`src/rtl/hs_rx_pkg.sv`:
```
package hs_rx_pkg;
  localparam int DATA_W     = 8;
  localparam int BIT_TICKS  = 14;
  localparam int FRAME_BITS = 10;
  localparam int CHAR_TICKS = BIT_TICKS * FRAME_BITS;

  localparam logic [2:0] ADDR_DATA   = 3'd0;
  localparam logic [2:0] ADDR_LEVEL  = 3'd1;
  localparam logic [2:0] ADDR_STATUS = 3'd2;
  localparam logic [2:0] ADDR_CTRL   = 3'd3;
  localparam logic [2:0] ADDR_RATE   = 3'd4;

  typedef struct packed {
    logic              brk;
    logic              fe;
    logic [DATA_W-1:0] data;
  } rx_char_t;

  typedef enum logic [2:0] {
    FR_IDLE,
    FR_START,
    FR_DATA,
    FR_STOP,
    FR_WAIT
  } fr_state_e;
endpackage

```
`src/rtl/hs_rx_baud.sv`:
```
module hs_rx_baud #(
  parameter int RATE_W = 8
) (
  input  logic              clk_i,
  input  logic              rst_ni,
  input  logic [RATE_W-1:0] rate_i,
  output logic              tick_o
);
  logic [RATE_W-1:0] cnt_q;

  // >= keeps the period bounded when rate shrinks mid-count
  assign tick_o = (cnt_q >= rate_i);

  always_ff @(posedge clk_i or negedge rst_ni) begin
    if (!rst_ni)     cnt_q <= '0;
    else if (tick_o) cnt_q <= '0;
    else             cnt_q <= cnt_q + 1'b1;
  end
endmodule

```
`src/rtl/hs_rx_deframer.sv`:
```
module hs_rx_deframer
  import hs_rx_pkg::*;
#(
  parameter int TICKS       = BIT_TICKS,
  parameter int SYNC_STAGES = 2
) (
  input  logic     clk_i,
  input  logic     rst_ni,
  input  logic     tick_i,
  input  logic     rx_i,
  output logic     push_o,
  output rx_char_t char_o,
  output logic     idle_o
);
  localparam int CNT_W = $clog2(TICKS);
  localparam int HALF  = TICKS / 2;
  localparam int BIT_W = $clog2(DATA_W);

  logic [SYNC_STAGES-1:0] sync_q;
  logic                   rx_s;
  fr_state_e              state_q;
  logic [CNT_W-1:0]       cnt_q;
  logic [BIT_W-1:0]       bit_q;
  logic [DATA_W-1:0]      shift_q;
  logic                   seen_high_q;
  logic                   push_q;
  rx_char_t               char_q;

  always_ff @(posedge clk_i or negedge rst_ni) begin
    if (!rst_ni) sync_q <= '1;
    else         sync_q <= {sync_q[SYNC_STAGES-2:0], rx_i};
  end
  assign rx_s = sync_q[SYNC_STAGES-1];

  always_ff @(posedge clk_i or negedge rst_ni) begin
    if (!rst_ni) begin
      state_q     <= FR_IDLE;
      cnt_q       <= '0;
      bit_q       <= '0;
      shift_q     <= '0;
      seen_high_q <= 1'b0;
      push_q      <= 1'b0;
      char_q      <= '0;
    end else begin
      push_q <= 1'b0;
      unique case (state_q)
        FR_IDLE: begin
          if (tick_i && !rx_s) begin
            state_q <= FR_START;
            cnt_q   <= '0;
          end
        end
        FR_START: begin
          if (tick_i) begin
            if (cnt_q == CNT_W'(HALF - 1)) begin
              cnt_q       <= '0;
              bit_q       <= '0;
              seen_high_q <= 1'b0;
              state_q     <= rx_s ? FR_IDLE : FR_DATA;  // glitch reject
            end else begin
              cnt_q <= cnt_q + 1'b1;
            end
          end
        end
        FR_DATA: begin
          if (tick_i) begin
            if (cnt_q == CNT_W'(TICKS - 1)) begin
              cnt_q       <= '0;
              shift_q     <= {rx_s, shift_q[DATA_W-1:1]};
              seen_high_q <= seen_high_q | rx_s;
              bit_q       <= bit_q + 1'b1;
              if (bit_q == BIT_W'(DATA_W - 1)) state_q <= FR_STOP;
            end else begin
              cnt_q <= cnt_q + 1'b1;
            end
          end
        end
        FR_STOP: begin
          if (tick_i) begin
            if (cnt_q == CNT_W'(TICKS - 1)) begin
              cnt_q  <= '0;
              push_q <= 1'b1;
              if (rx_s) begin
                char_q  <= '{brk: 1'b0, fe: 1'b0, data: shift_q};
                state_q <= FR_IDLE;
              end else if (!seen_high_q) begin
                char_q  <= '{brk: 1'b1, fe: 1'b0, data: '0};
                state_q <= FR_WAIT;
              end else begin
                char_q  <= '{brk: 1'b0, fe: 1'b1, data: shift_q};
                state_q <= FR_WAIT;
              end
            end else begin
              cnt_q <= cnt_q + 1'b1;
            end
          end
        end
        FR_WAIT: begin
          if (rx_s) state_q <= FR_IDLE;
        end
        default: state_q <= FR_IDLE;
      endcase
    end
  end

  assign push_o = push_q;
  assign char_o = char_q;
  assign idle_o = (state_q == FR_IDLE);
endmodule

```
`src/rtl/hs_rx_fifo.sv`:
```
module hs_rx_fifo #(
  parameter int DEPTH = 64,
  parameter int WIDTH = 10,
  localparam int AW    = $clog2(DEPTH),
  localparam int CW    = $clog2(DEPTH + 1)
) (
  input  logic             clk_i,
  input  logic             rst_ni,
  input  logic             push_i,
  input  logic [WIDTH-1:0] wdata_i,
  input  logic             pop_i,
  output logic [WIDTH-1:0] rdata_o,
  output logic [CW-1:0]    count_o,
  output logic             full_o,
  output logic             empty_o,
  output logic             drop_o
);
  logic [WIDTH-1:0] mem_q [DEPTH];
  logic [AW-1:0]    wr_ptr_q, rd_ptr_q;
  logic [CW-1:0]    cnt_q;
  logic             do_push, do_pop;

  assign full_o  = (cnt_q == CW'(DEPTH));
  assign empty_o = (cnt_q == '0);
  assign do_pop  = pop_i && !empty_o;
  assign do_push = push_i && (!full_o || do_pop);
  assign drop_o  = push_i && !do_push;

  always_ff @(posedge clk_i) begin
    if (do_push) mem_q[wr_ptr_q] <= wdata_i;
  end

  always_ff @(posedge clk_i or negedge rst_ni) begin
    if (!rst_ni) begin
      wr_ptr_q <= '0;
      rd_ptr_q <= '0;
      cnt_q    <= '0;
    end else begin
      if (do_push) wr_ptr_q <= (wr_ptr_q == AW'(DEPTH - 1)) ? '0 : wr_ptr_q + 1'b1;
      if (do_pop)  rd_ptr_q <= (rd_ptr_q == AW'(DEPTH - 1)) ? '0 : rd_ptr_q + 1'b1;
      case ({do_push, do_pop})
        2'b10:   cnt_q <= cnt_q + 1'b1;
        2'b01:   cnt_q <= cnt_q - 1'b1;
        default: cnt_q <= cnt_q;
      endcase
    end
  end

  assign rdata_o = mem_q[rd_ptr_q];
  assign count_o = cnt_q;
endmodule

```
`src/rtl/hs_uart_rx.sv`:
```
module hs_uart_rx
  import hs_rx_pkg::*;
#(
  parameter int DEPTH  = 64,
  parameter int RATE_W = 8
) (
  input  logic        clk_i,
  input  logic        rst_ni,
  input  logic        rx_i,
  input  logic [2:0]  reg_addr_i,
  input  logic        reg_wr_i,
  input  logic        reg_rd_i,
  input  logic [31:0] reg_wdata_i,
  output logic [31:0] reg_rdata_o,
  output logic        irq_o
);
  localparam int CW      = $clog2(DEPTH + 1);
  localparam int CHAR_W  = $bits(rx_char_t);
  localparam int TMO_MAX = 16 * CHAR_TICKS;
  localparam int TMO_W   = $clog2(TMO_MAX + 1);

  logic              tick;
  logic              fr_push, fr_idle;
  rx_char_t          fr_char, head;
  logic [CHAR_W-1:0] head_raw;
  logic [CW-1:0]     fifo_cnt;
  logic              fifo_full, fifo_empty, fifo_drop, fifo_pop;

  logic [RATE_W-1:0] rate_q;
  logic [2:0]        trig_sel_q;
  logic [1:0]        tmo_sel_q;
  logic              rx_en_q, err_en_q;
  logic              fe_q, brk_q, oe_q, tmo_flag_q;
  logic [TMO_W-1:0]  tmo_cnt_q;

  logic st_wr, ctrl_wr, rate_wr;
  logic clr_fe, clr_brk, clr_oe;
  logic trig_hit, tmo_run, tmo_hit;
  logic [31:0] data_word, status_word, ctrl_word;

  hs_rx_baud #(.RATE_W(RATE_W)) u_baud (
    .clk_i (clk_i),
    .rst_ni(rst_ni),
    .rate_i(rate_q),
    .tick_o(tick)
  );

  hs_rx_deframer #(.TICKS(BIT_TICKS), .SYNC_STAGES(2)) u_deframer (
    .clk_i (clk_i),
    .rst_ni(rst_ni),
    .tick_i(tick),
    .rx_i  (rx_i),
    .push_o(fr_push),
    .char_o(fr_char),
    .idle_o(fr_idle)
  );

  assign fifo_pop = reg_rd_i && (reg_addr_i == ADDR_DATA);

  hs_rx_fifo #(.DEPTH(DEPTH), .WIDTH(CHAR_W)) u_fifo (
    .clk_i  (clk_i),
    .rst_ni (rst_ni),
    .push_i (fr_push),
    .wdata_i(fr_char),
    .pop_i  (fifo_pop),
    .rdata_o(head_raw),
    .count_o(fifo_cnt),
    .full_o (fifo_full),
    .empty_o(fifo_empty),
    .drop_o (fifo_drop)
  );
  assign head = rx_char_t'(head_raw);

  function automatic logic [CW-1:0] trig_level(input logic [2:0] sel);
    case (sel)
      3'd0:    return CW'(1);
      3'd1:    return CW'(4);
      3'd2:    return CW'(8);
      3'd3:    return CW'(16);
      3'd4:    return CW'(32);
      default: return CW'(48);
    endcase
  endfunction

  function automatic logic [TMO_W-1:0] tmo_limit(input logic [1:0] sel);
    case (sel)
      2'd1:    return TMO_W'(4 * CHAR_TICKS);
      2'd2:    return TMO_W'(8 * CHAR_TICKS);
      default: return TMO_W'(16 * CHAR_TICKS);
    endcase
  endfunction

  // register writes
  assign st_wr   = reg_wr_i && (reg_addr_i == ADDR_STATUS);
  assign ctrl_wr = reg_wr_i && (reg_addr_i == ADDR_CTRL);
  assign rate_wr = reg_wr_i && (reg_addr_i == ADDR_RATE);
  assign clr_fe  = st_wr && reg_wdata_i[3];
  assign clr_brk = st_wr && reg_wdata_i[4];
  assign clr_oe  = st_wr && reg_wdata_i[5];

  always_ff @(posedge clk_i or negedge rst_ni) begin
    if (!rst_ni) begin
      rate_q     <= '1;
      trig_sel_q <= '0;
      tmo_sel_q  <= '0;
      rx_en_q    <= 1'b0;
      err_en_q   <= 1'b0;
    end else begin
      if (rate_wr) rate_q <= reg_wdata_i[RATE_W-1:0];
      if (ctrl_wr) begin
        trig_sel_q <= reg_wdata_i[4:2];
        tmo_sel_q  <= reg_wdata_i[17:16];
        rx_en_q    <= reg_wdata_i[6];
        err_en_q   <= reg_wdata_i[7];
      end
    end
  end

  // error latches: set beats clear
  always_ff @(posedge clk_i or negedge rst_ni) begin
    if (!rst_ni) begin
      fe_q  <= 1'b0;
      brk_q <= 1'b0;
      oe_q  <= 1'b0;
    end else begin
      fe_q  <= (fr_push && fr_char.fe)  | (fe_q  & ~clr_fe);
      brk_q <= (fr_push && fr_char.brk) | (brk_q & ~clr_brk);
      oe_q  <= fifo_drop                | (oe_q  & ~clr_oe);
    end
  end

  assign trig_hit = (fifo_cnt >= trig_level(trig_sel_q));

  // idle timeout: counts ticks while line idle and data waits
  assign tmo_run = (tmo_sel_q != 2'd0) && !fifo_empty && fr_idle && !fr_push
                   && !(fifo_pop && !fifo_empty);
  assign tmo_hit = tmo_run && tick && !tmo_flag_q
                   && (tmo_cnt_q == tmo_limit(tmo_sel_q) - 1'b1);

  always_ff @(posedge clk_i or negedge rst_ni) begin
    if (!rst_ni) begin
      tmo_cnt_q  <= '0;
      tmo_flag_q <= 1'b0;
    end else begin
      if (!tmo_run)                  tmo_cnt_q <= '0;
      else if (tick && !tmo_flag_q)  tmo_cnt_q <= tmo_cnt_q + 1'b1;
      tmo_flag_q <= tmo_hit | (tmo_flag_q & tmo_run);
    end
  end

  // read side
  assign data_word   = fifo_empty ? 32'h0000_0100
                                  : {21'b0, head.brk, head.fe, 1'b0, head.data};
  assign status_word = {26'b0, oe_q, brk_q, fe_q, tmo_flag_q, trig_hit, 1'b0};
  assign ctrl_word   = {14'b0, tmo_sel_q, 8'b0, err_en_q, rx_en_q, 1'b0, trig_sel_q, 2'b0};

  always_comb begin
    case (reg_addr_i)
      ADDR_DATA:   reg_rdata_o = data_word;
      ADDR_LEVEL:  reg_rdata_o = 32'(fifo_cnt);
      ADDR_STATUS: reg_rdata_o = status_word;
      ADDR_CTRL:   reg_rdata_o = ctrl_word;
      ADDR_RATE:   reg_rdata_o = 32'(rate_q);
      default:     reg_rdata_o = '0;
    endcase
  end

  assign irq_o = (rx_en_q  & (trig_hit | tmo_flag_q))
               | (err_en_q & (fe_q | brk_q | oe_q));

  logic unused_wdata;
  assign unused_wdata = ^{reg_wdata_i[31:18], reg_wdata_i[15:8], reg_wdata_i[5],
                          reg_wdata_i[2:0], fifo_full};
endmodule

```
`config.mk`:
```
export PLATFORM = sky130hd
export DESIGN_NAME = hs_uart_rx
export DESIGN_NICKNAME = d
export VERILOG_FILES = /design/src/rtl/hs_rx_pkg.sv /design/src/rtl/hs_rx_baud.sv /design/src/rtl/hs_rx_deframer.sv /design/src/rtl/hs_rx_fifo.sv /design/src/rtl/hs_uart_rx.sv
export SDC_FILE = /design/constraint.sdc
export NUM_CORES = 1
export LEC_CHECK = 0
export BUFFER_PORTS_ARGS = -buffer_cell sky130_fd_sc_hd__buf_4
export CORE_UTILIZATION = 48
export CTS_CLUSTER_SIZE = 12
export DETAILED_ROUTE_END_ITERATION = 8
export SLEW_MARGIN = 20
export SYNTH_ARGS = -nofsm -noshare
export SYNTH_HDL_FRONTEND = slang
export SYNTH_HIERARCHICAL = 1
export SYNTH_SLANG_ARGS = --single-unit
```
`constraint.sdc`:
```
create_clock -name clk_i -period 3.6 [get_ports clk_i]
set_clock_uncertainty 0.1 [all_clocks]
set_input_delay 0.18 -clock clk_i [delete_from_list [all_inputs] [get_ports clk_i]]
set_output_delay 0.18 -clock clk_i [all_outputs]
set_load 0.1 [all_outputs]
```
Yosys cells after proc, flatten, opt, wreduce, memory -nomap -nowiden
Memories as Yosys holds them, arrays and structs flattened.
Cells that the tools add are included.
- register bits: 90
- memory bits (writable): 640
- output and inout bits: 33
- word-level logic and storage cells: 176
- memories: 1
- memory list (memory ; depth ; width ; rd ports ; clocked after memory_dff ; write ports ; RTL line ; source):
    u_fifo.mem_q ; 64 ; 10 ; 1 ; 0 ; 1 ; hs_rx_fifo.sv:18 ; logic [WIDTH-1:0] mem_q [DEPTH];
- $add $sub $neg: 9
- $lt $le $gt $ge: 2
- equality and inequality tests: 34
- muxes and demuxes: 45
- bitwise operators: 18
- reductions and logical operators: 43
- operator list (kind ; count):
    $pmux W18 S5 ; 1
    $mux W3 ; 14
    $pmux W6 S5 ; 1
    $mux W12 ; 2
    $pmux W12 S2 ; 1
    $logic_and A1 B1 Y1 ; 21
    $mux W10 ; 2
    $mux W4 ; 5
    $eq A3 B2 Y1 const B ; 6
    $ne A2 B1 Y1 const B ; 8
    $pmux W3 S5 ; 1
    $pmux W7 S2 ; 1
    $add A12 B1 Y12 const B ; 1
    $add A6 B1 Y6 const B ; 2
    $eq A12 B12 Y1 ; 1
    $eq A3 B3 Y1 const B ; 4
    $eq A6 B6 Y1 const B ; 2
    $mux W6 ; 2
    $pmux W4 S3 ; 1
    $sub A12 B1 Y12 const B ; 1
    $mux W11 ; 1
    $eq A3 B1 Y1 const B ; 3
    $logic_not A3 Y1 ; 3
    $mux W1 ; 9
    other kinds (30) ; 58

Logic depth before layout (Yosys ltp)
Gate-level depths: netlist of the first run.
- depth after elaboration: 10
- gate-level depth with buffers: 12
- gate-level depth less buffers: 11

Cells and area by module
Netlist of the first run, hierarchy kept.
- modules (own cells, without submodules) (module ; instances ; cells an instance ; area each (sq um) ; sequential area each (sq um)):
    hs_rx_fifo ; 1 ; 1233 ; 25787.2 ; 19693.9
    hs_uart_rx ; 1 ; 215 ; 2098.3 ; 785.8
    hs_rx_deframer ; 1 ; 143 ; 1557.7 ; 803.3
    hs_rx_baud ; 1 ; 54 ; 555.5 ; 200.2

Worst setup path after synthesis of the first run
Ideal clock, no wire load.
- path kind: flip-flop to output port
- from: reg u_fifo.rd_ptr_q[0]
- to: out reg_rdata_o[7]
- arrival time: 4.214 ns
- required time: 3.320 ns
- slack: -0.894 ns
- cell stages (with the launch flop): 12
- path buffers: 3
- cells stage by stage: dfrtp_1 > buf_2 > buf_4 > buf_2 > nand3b_1 > o221ai_1 > a211oi_1 > a211o_1 > o221ai_1 > nor4b_1 > a31oi_1 > o21ai_0
- RTL lines (what ; RTL line ; source):
    start, declared ; hs_rx_fifo.sv:19 ; logic [AW-1:0] wr_ptr_q, rd_ptr_q;
    start signal, assigned ; hs_rx_fifo.sv:40 ; if (do_pop) rd_ptr_q <= (rd_ptr_q == AW'(DEPTH - 1)) ? '0 : rd_ptr_q + 1'b1;
    end, declared ; hs_uart_rx.sv:14 ; output logic [31:0] reg_rdata_o,

==> results.txt, run 1 <==
- In this run the worst hold path is classified as in -> async.
- The routed design could run at a clock period as short as 3.91 ns.
* Worst slew margin relative to its limit: 20.9%
* Maximum frequency from static timing analysis: 256 MHz
- Across all setup checks in the final design, the least slack found is -0.308 ns.
- The detailed router used layers up to and including met4.
- By startpoint and endpoint, the worst setup path is classified as reg -> out.
* Hold WS: 0.0573 ns
* CP arrival: 3.63 ns
* Placed Instance Area: 31800 µm²
* Transition time of the tightest slew-check pin: 1.18 ns
* Initial standard-cell utilization of the core: 48.6%
- Count of mapped cells out of synthesis: 1644
- CP Capture Type: output port
- Power Dens Cells: 638 nW/µm²
- Remaining global-route overflow: 0
- Net count, final: 1898
- The initial antenna violation count is 0.
* TritonCTS buffer count: 78
- Clock input transition at the sequential cells of the worst setup and hold paths: 0.05 ns
- Kind of start point of the critical path: flop
- The number of global-route vias before repair is 15800.
- Post-detailed-route DRC marker count: 0
- Dividing the detail-routed via count by the number of cells gives 5.87.
* Worst-case reg-to-reg path depth: 10
* # H-tree levels: 3
- Row count: 91
- Detailed placement HPWL: 42300 µm
- Vias post-DR: 16000
- The worst-case IR drop observed on VDD is 433 µV.
- Placed Instances: 2538
- Die Area: 63500 µm²
- After detailed routing, the met2 layer carries 32200 µm of wire.
* Number of warnings reported in the yosys synthesis log: 6
* Fin area: 35300 µm²
- The final reports fail on negative setup slack.
- In the final layout, the share of cells above drive strength 1 is 30.2%.
* Fillers: 4703
* TritonCTS clock tree: yes
- Summing all flip-flop and latch instances after layout gives 21500 µm².
- The first global-routing pass estimated 102000 µm of wire.
- 73 I/O pins were placed.
- The congestion estimate from routability-driven global placement came to 0.844.
* Violation count after the first detailed-routing iteration: 1444
- Setup repair after global routing could not meet its margin everywhere.
- Width of the die: 252 µm
- Area growth from synthesis to layout: 17.6%
* Static Leakage: 13.2 nW
- Number of max-cap violations: 0
- Detailed-routed wire length on met3: 3600 µm
- Once layout is complete, the cells apart from fillers number 2721.
- Entering global routing, the biggest net connects 67 pins.
- Avg WL per Cell: 25.2 µm
* Final count of pins violating max slew: 0
- Averaged over all synthesized cells, the footprint is 18.2 µm².
- The count of endpoints failing hold in the final timing report was 0.
* Area of combinational cells with multiple inputs: 8310 µm²
- Summed over all layers, the routed wires come to 68600 µm.
- Clock Sinks: 730
* Clk Latency, worst-skew pair: 0.62 ns
- In the global route stage, overall resource usage came out at 21.8%.
- Met1 wire length: 30900 µm
* First-pass detailed-route iteration total: 5
* Root buf cell: sky130_fd_sc_hd__clkbuf_16
- Run status: complete, but fails checks
- Data on the critical path is required at its endpoint by 3.32 ns.
* Final Util: 57.2%
- In this run the remaining antenna-violating nets after routing total 0.
- Die extent in y: 252 µm
- The region available for standard cell placement spans 61700 µm².
- Clock Tree Buf Depth: 3
* Final Cycle Share: 109%
* Count of final setup violators: 10
- Inserted Diodes: 0
- Post-Synthesis Cell Area: 30000 µm²
- Worst Path Max Fanout: 8
* Port Buffer Count: 31
==> worst paths after layout <==
check	end	startpoint	slack [ns]
worst min register to register	u_deframer/sync_q[1]$_DFF_PN1_	u_deframer/sync_q[0]$_DFF_PN1_	0.26
worst min-delay path	u_fifo/count_o[2]$_DFFE_PN0P_	rst_ni	0.06
worst max register to register	u_fifo/count_o[6]$_DFFE_PN0P_	u_fifo/count_o[1]$_DFFE_PN0P_	0.40
max in group asynchronous	u_deframer/char_o[2]$_DFFE_PN0P_	rst_ni	2.52
worst max-delay path	reg_rdata_o[3]	u_fifo/rd_ptr_q[0]$_DFFE_PN0N_	-0.31
min in group clk_i	u_deframer/sync_q[0]$_DFF_PN1_	rx_i	0.12
==> metrics by stage <==
stage | total power (W) | setup slack (ns) | setup TNS [ns]
after floorplan | 0.0127 | 0.353 | 0
after global placement | 0.0143 | 0.0882 | 0
after detailed placement | 0.0144 | 0.109 | 0
after CTS | 0.0225 | -0.319 | -2.47
after global routing | 0.0233 | -0.373 | -3.14
final | 0.0225 | -0.308 | -2.30
==> cell usage in the layout (no fill, tap or decap), types with 9 or more instances in the layout <==
| cell | count |
|---|---|
| sky130_fd_sc_hd__dfstp_2 | 10 |
| sky130_fd_sc_hd__a21oi_1 | 24 |
| sky130_fd_sc_hd__o221ai_2 | 10 |
| sky130_fd_sc_hd__nand2b_1 | 9 |
| sky130_fd_sc_hd__xnor2_1 | 11 |
| sky130_fd_sc_hd__nand3_1 | 15 |
| sky130_fd_sc_hd__inv_1 | 36 |
| sky130_fd_sc_hd__a22oi_1 | 12 |
| sky130_fd_sc_hd__o21ai_0 | 10 |
| sky130_fd_sc_hd__buf_6 | 15 |
| sky130_fd_sc_hd__ha_1 | 29 |
| sky130_fd_sc_hd__dlygate4sd3_1 | 13 |
| sky130_fd_sc_hd__a211oi_1 | 9 |
| sky130_fd_sc_hd__nor2b_1 | 15 |
| sky130_fd_sc_hd__buf_4 | 122 |
| sky130_fd_sc_hd__dfrtp_1 | 67 |
| sky130_fd_sc_hd__mux2_2 | 30 |
| sky130_fd_sc_hd__clkbuf_16 | 81 |
| sky130_fd_sc_hd__a22o_1 | 27 |
| sky130_fd_sc_hd__edfxtp_1 | 640 |
| sky130_fd_sc_hd__mux2i_1 | 51 |
| sky130_fd_sc_hd__clkbuf_1 | 23 |
| sky130_fd_sc_hd__a221oi_2 | 18 |
| sky130_fd_sc_hd__clkinv_1 | 15 |
| sky130_fd_sc_hd__nor3_1 | 11 |
| sky130_fd_sc_hd__nor2_2 | 13 |
| sky130_fd_sc_hd__nor2_1 | 97 |
| sky130_fd_sc_hd__and3_1 | 10 |
| sky130_fd_sc_hd__mux4_2 | 142 |
| sky130_fd_sc_hd__xor2_1 | 15 |
| sky130_fd_sc_hd__o221ai_1 | 16 |
| sky130_fd_sc_hd__nand2_1 | 53 |
| sky130_fd_sc_hd__buf_12 | 25 |
| sky130_fd_sc_hd__conb_1 | 19 |
==> critical path, cell delays in order, from the launching register on <==
cell	delay, ns
sky130_fd_sc_hd__dfrtp_4	0.52
sky130_fd_sc_hd__buf_6	0.14
sky130_fd_sc_hd__buf_12	0.15
sky130_fd_sc_hd__buf_6	0.13
sky130_fd_sc_hd__buf_16	0.13
sky130_fd_sc_hd__buf_4	0.13
sky130_fd_sc_hd__mux4_2	0.44
sky130_fd_sc_hd__a221oi_2	0.33
sky130_fd_sc_hd__o221ai_2	0.18
sky130_fd_sc_hd__a221oi_2	0.32
sky130_fd_sc_hd__a211oi_1	0.10
sky130_fd_sc_hd__a31o_2	0.25
sky130_fd_sc_hd__buf_8	0.17
==> power by group <==
part | total (W) | switching [W] | internal, W
clock | 0.00743 | 0.00314 | 0.00429
combinational | 0.00546 | 0.00286 | 0.00259
sequential | 0.00963 | 0.000293 | 0.00933
==> flip-flops by register name, indices dropped and copies added (netlist names), 3 cells and up <==
| signal | cells |
|---|---|
| tmo_cnt_q | 12 |
| u_baud/cnt_q | 8 |
| trig_sel_q | 3 |
| u_fifo/count_o | 7 |
| u_fifo/mem_q | 640 |
| u_fifo/rd_ptr_q | 6 |
| u_deframer/char_o | 10 |
| u_fifo/wr_ptr_q | 6 |
| u_deframer/state_q | 3 |
| u_deframer/bit_q | 3 |
| u_deframer/shift_q | 8 |
| u_deframer/cnt_q | 4 |
| rate_q | 8 |
==> layout make-up <==
| type | count | share of cell area [%] |
|---|---|---|
| inverters | 37 | 0.394 |
| multi-input cells | 796 | 23.6 |
| repair buffers | 185 | 5.46 |
| flip-flops and latches | 730 | 61.0 |
| clock inverters | 27 | 0.479 |
| clock buffers | 109 | 6.18 |
| well taps | 837 | 2.97 |
==> timing repair <==
action | CTS | global route
setup endpoints to repair | 10 | 10
pin swaps | 21 | 27
buffers inserted | 18 | 14
resized for setup | 87 | 48
hold buffers | 13 | 0
endpoints found under the hold margin | 71 | 0
cloned | 4 | 0
==> metal layers <==
layer / up-vias / track usage (%)
met5: - / 0
met4: 0 / 7.32
met2: 472 / 33.4
met1: 8412 / 32.1
met3: 101 / 3.57
li1: 6995 / -
No activity file was read; power rests on OpenSTA's default activity.
==> inputs of run 2 (changes only) <==
--- a/config.mk
+++ b/config.mk
@@ -9,6 +9,8 @@
 export CORE_UTILIZATION = 48
 export CTS_CLUSTER_SIZE = 12
 export DETAILED_ROUTE_END_ITERATION = 8
+export RECOVER_POWER = 100
+export SETUP_SLACK_MARGIN = 0.15
 export SLEW_MARGIN = 20
 export SYNTH_ARGS = -nofsm -noshare
 export SYNTH_HDL_FRONTEND = slang
==> run 2 against run 1 <==
  * Routed wire length down 0.74%
  * Sequential cell count unchanged
  * Fmax about the same
  * Global-route usage unchanged
  * Non-clock buffer count down 9
  * Clock power about the same
  * Power down 0.74%
  * Design area down 0.94%
  * Sequential power about the same
  * Final cell count down 0.29%
  * Critical endpoint unchanged
  * The run ends with max-capacitance violations, max-slew violations, negative setup slack left
==> results.txt, run 2 (synthesis gave the netlist of run 1 again) <==
- Worst path max stage delay: 0.50 ns
- Setup repair after global routing could not meet its margin everywhere.
* Number of vias per cell after detailed routing: 5.84
- Worst slew margin relative to its limit: -101%
- Proportion of layout cells with a drive suffix above 1: 27.5%
- The count of buffers added on input and output ports is 31.
* Clock Sinks: 730
- Power Dens Cells: 639 nW/µm²
- The critical path goes through buf_6 -> buf_12 -> buf_6 -> mux4_2 -> a22o_1 -> a221oi_2 -> buf_4 -> o221ai_2 -> a221oi_2 -> a211oi_1 -> a31o_2 -> buf_8.
* Final Cycle Share: 109%
- The library cell used most frequently in the layout, excluding fill and tap cells, is sky130_fd_sc_hd__edfxtp_1.
- Remaining global-route overflow: 0
- The first TritonRoute pass finished after 6 iterations.
- Final count of pins violating max slew: 522
- The die covers 63500 µm².
- Type of the worst min-delay path: in -> reg
- At the end of the flow, the number of nets in the layout was 1889.
- Routability-driven placement finished with a final weighted congestion of 0.844.
* Clock Tree Buf Depth: 3
- Number of hold violations in the final report: 0
* Largest Register: u_fifo/mem_q
* Number of global-route vias before repair: 15800
- Critical register-to-register path startpoint: rate_q[7]$_DFFE_PN1P_
- Summed over all nets, the half-perimeter wirelength after detailed placement is 42300 µm.
- Clock input transition at the sequential cells of the worst setup and hold paths: 0.05 ns
- Max-cap violations in this run came to 10.
- Critical Path Source: u_fifo/rd_ptr_q[0]$_DFFE_PN0N_
* Total detailed-routing wirelength: 68100 µm
* Run status: complete, but fails checks
- TritonCTS buffer count: 78
- Commonest cells after routing, fill and taps aside: sky130_fd_sc_hd__edfxtp_1, sky130_fd_sc_hd__mux4_2, sky130_fd_sc_hd__nor2_1
- Max reg flops: 640
* Clk Latency, worst-skew pair: 0.62 ns
- Clock tree synthesis selected as its root buffer the cell sky130_fd_sc_hd__clkbuf_16.
- Fin area: 35000 µm²
* Kind of start point of the critical path: flop
- Once the floorplan was initialized, standard cells occupied 48.6% of the core.
- For this run, the top clock speed supported by timing is 256 MHz.
- Hold WS: 0.130 ns
- The critical path in this run is classified as reg -> out.
- Static Leakage: 13.0 nW
- Row count: 91
* CP Capture Type: output port
* Fillers: 4744
- The detailed router placed 15800 vias in this run.
* Transition time of the tightest slew-check pin: 3.02 ns
* Violations in the final reports: max-capacitance violations, max-slew violations, negative setup slack
- Measured along the y axis, the die boundary spans 252 µm.
- Final min period: 3.91 ns
- The first global-routing pass estimated 102000 µm of wire.
* Violation count after the first detailed-routing iteration: 1347
* Avg WL per Cell: 25.1 µm
* Peak supply drop: 433 µV
- CP max-delay cell: sky130_fd_sc_hd__mux4_2
- CTS built an H-tree with a depth of 3.
* Worst hold path startpoint: rx_i
* Worst Path Max Fanout: 8
* Maximum number of pins on one net before global-route repair: 67
- Core area: 61700 µm²
- Width of the die: 252 µm
- Setup violations remaining at the end of the flow were counted as 10.
* Number of routed nets with antenna violations: 0
* Global-route usage over all layers: 21.8%
- TritonCTS built the clock tree.
- The initial antenna violation count is 0.
- Across all setup checks in the final design, the least slack found is -0.308 ns.
- CP arrival: 3.63 ns
- STA puts the critical path data required time at 3.32 ns.
- In this run the cell area measured after placement is 31800 µm².
- In this run the count of I/O pins placed on the die edge is 73.
- For this run, design rule violations remaining after detail routing come to 0.
* Area growth from synthesis to layout: 16.5%
run 2: changes by cell type in the layout (fill, tap and decap cells not counted), sizes merged:
cell and change:
diode +1, buf -40, clkbuf +31
run 2: per-layer routing:
layer | routed length (µm) | global-route usage, %
met5 | 0 | 0
met2 | 32100 | 33.4
met3 | 3730 | 3.57
met4 | 1870 | 7.32
met1 | 30400 | 32.1
run 2: worst paths after layout:
check,end,slack (ns),depth (start not counted)
max,reg_rdata_o[3],-0.31,12
min,u_deframer/sync_q[0]$_DFF_PN1_,0.13,2
max reg2reg,u_deframer/char_o[8]$_DFFE_PN0P_,0,9
min reg2reg,u_deframer/sync_q[1]$_DFF_PN1_,0.26,0
max in group asynchronous,u_deframer/char_o[9]$_DFFE_PN0P_,0.46,2
min in group asynchronous,u_fifo/count_o[1]$_DFFE_PN0P_,0.99,2
run 2: layout make-up:
cell class	instances	area (µm²)	share of cell area [%]
Antenna cell	1	2.50	0.00716
Clock buffer	109	2180	6.24
Clock inverter	27	169	0.483
Inverter	37	139	0.397
Multi-Input combinational cell	796	8180	23.4
Sequential cell	730	21500	61.5
Tap cell	837	1050	3.00
Timing Repair Buffer	176	1750	5.00
run 2: where the power goes:
group	leakage (nW)	internal (W)	switching, W
logic	3.61	0.00250	0.00280
registers	8.23	0.00934	0.000288
clock network	1.15	0.00429	0.00313
run 2: stage by stage:
stage	power, W	setup WS [ns]	setup TNS, ns	util (%)	instances
global route	0.0231	-0.386	-13.20	56.6	2712
global placement	0.0143	0.0882	0	51.5	2538
detailed placement	0.0144	0.109	0	51.5	2538
finish	0.0223	-0.308	-2.05	56.6	2713
CTS	0.0225	-0.319	-2.47	56.7	2709
floorplan	0.0127	0.353	0	-	1662
run 2: repair_timing:
action                                  CTS  global route
endpoints found under the hold margin    71             0
hold buffers                             13             0
resized for setup                        87            24
cloned                                    4             0
setup buffers                            18             3
pin swaps                                21            16
endpoints found under the setup margin   10            11
run 2: worst max-delay path: cells and delay by family, from the launching register on:
family | cells | cell delay, ns
flip-flops | 1 | 0.48
AO/OA/AOI/OAI | 6 | 1.23
multiplexers | 1 | 0.50
buffers and inverters | 5 | 0.78
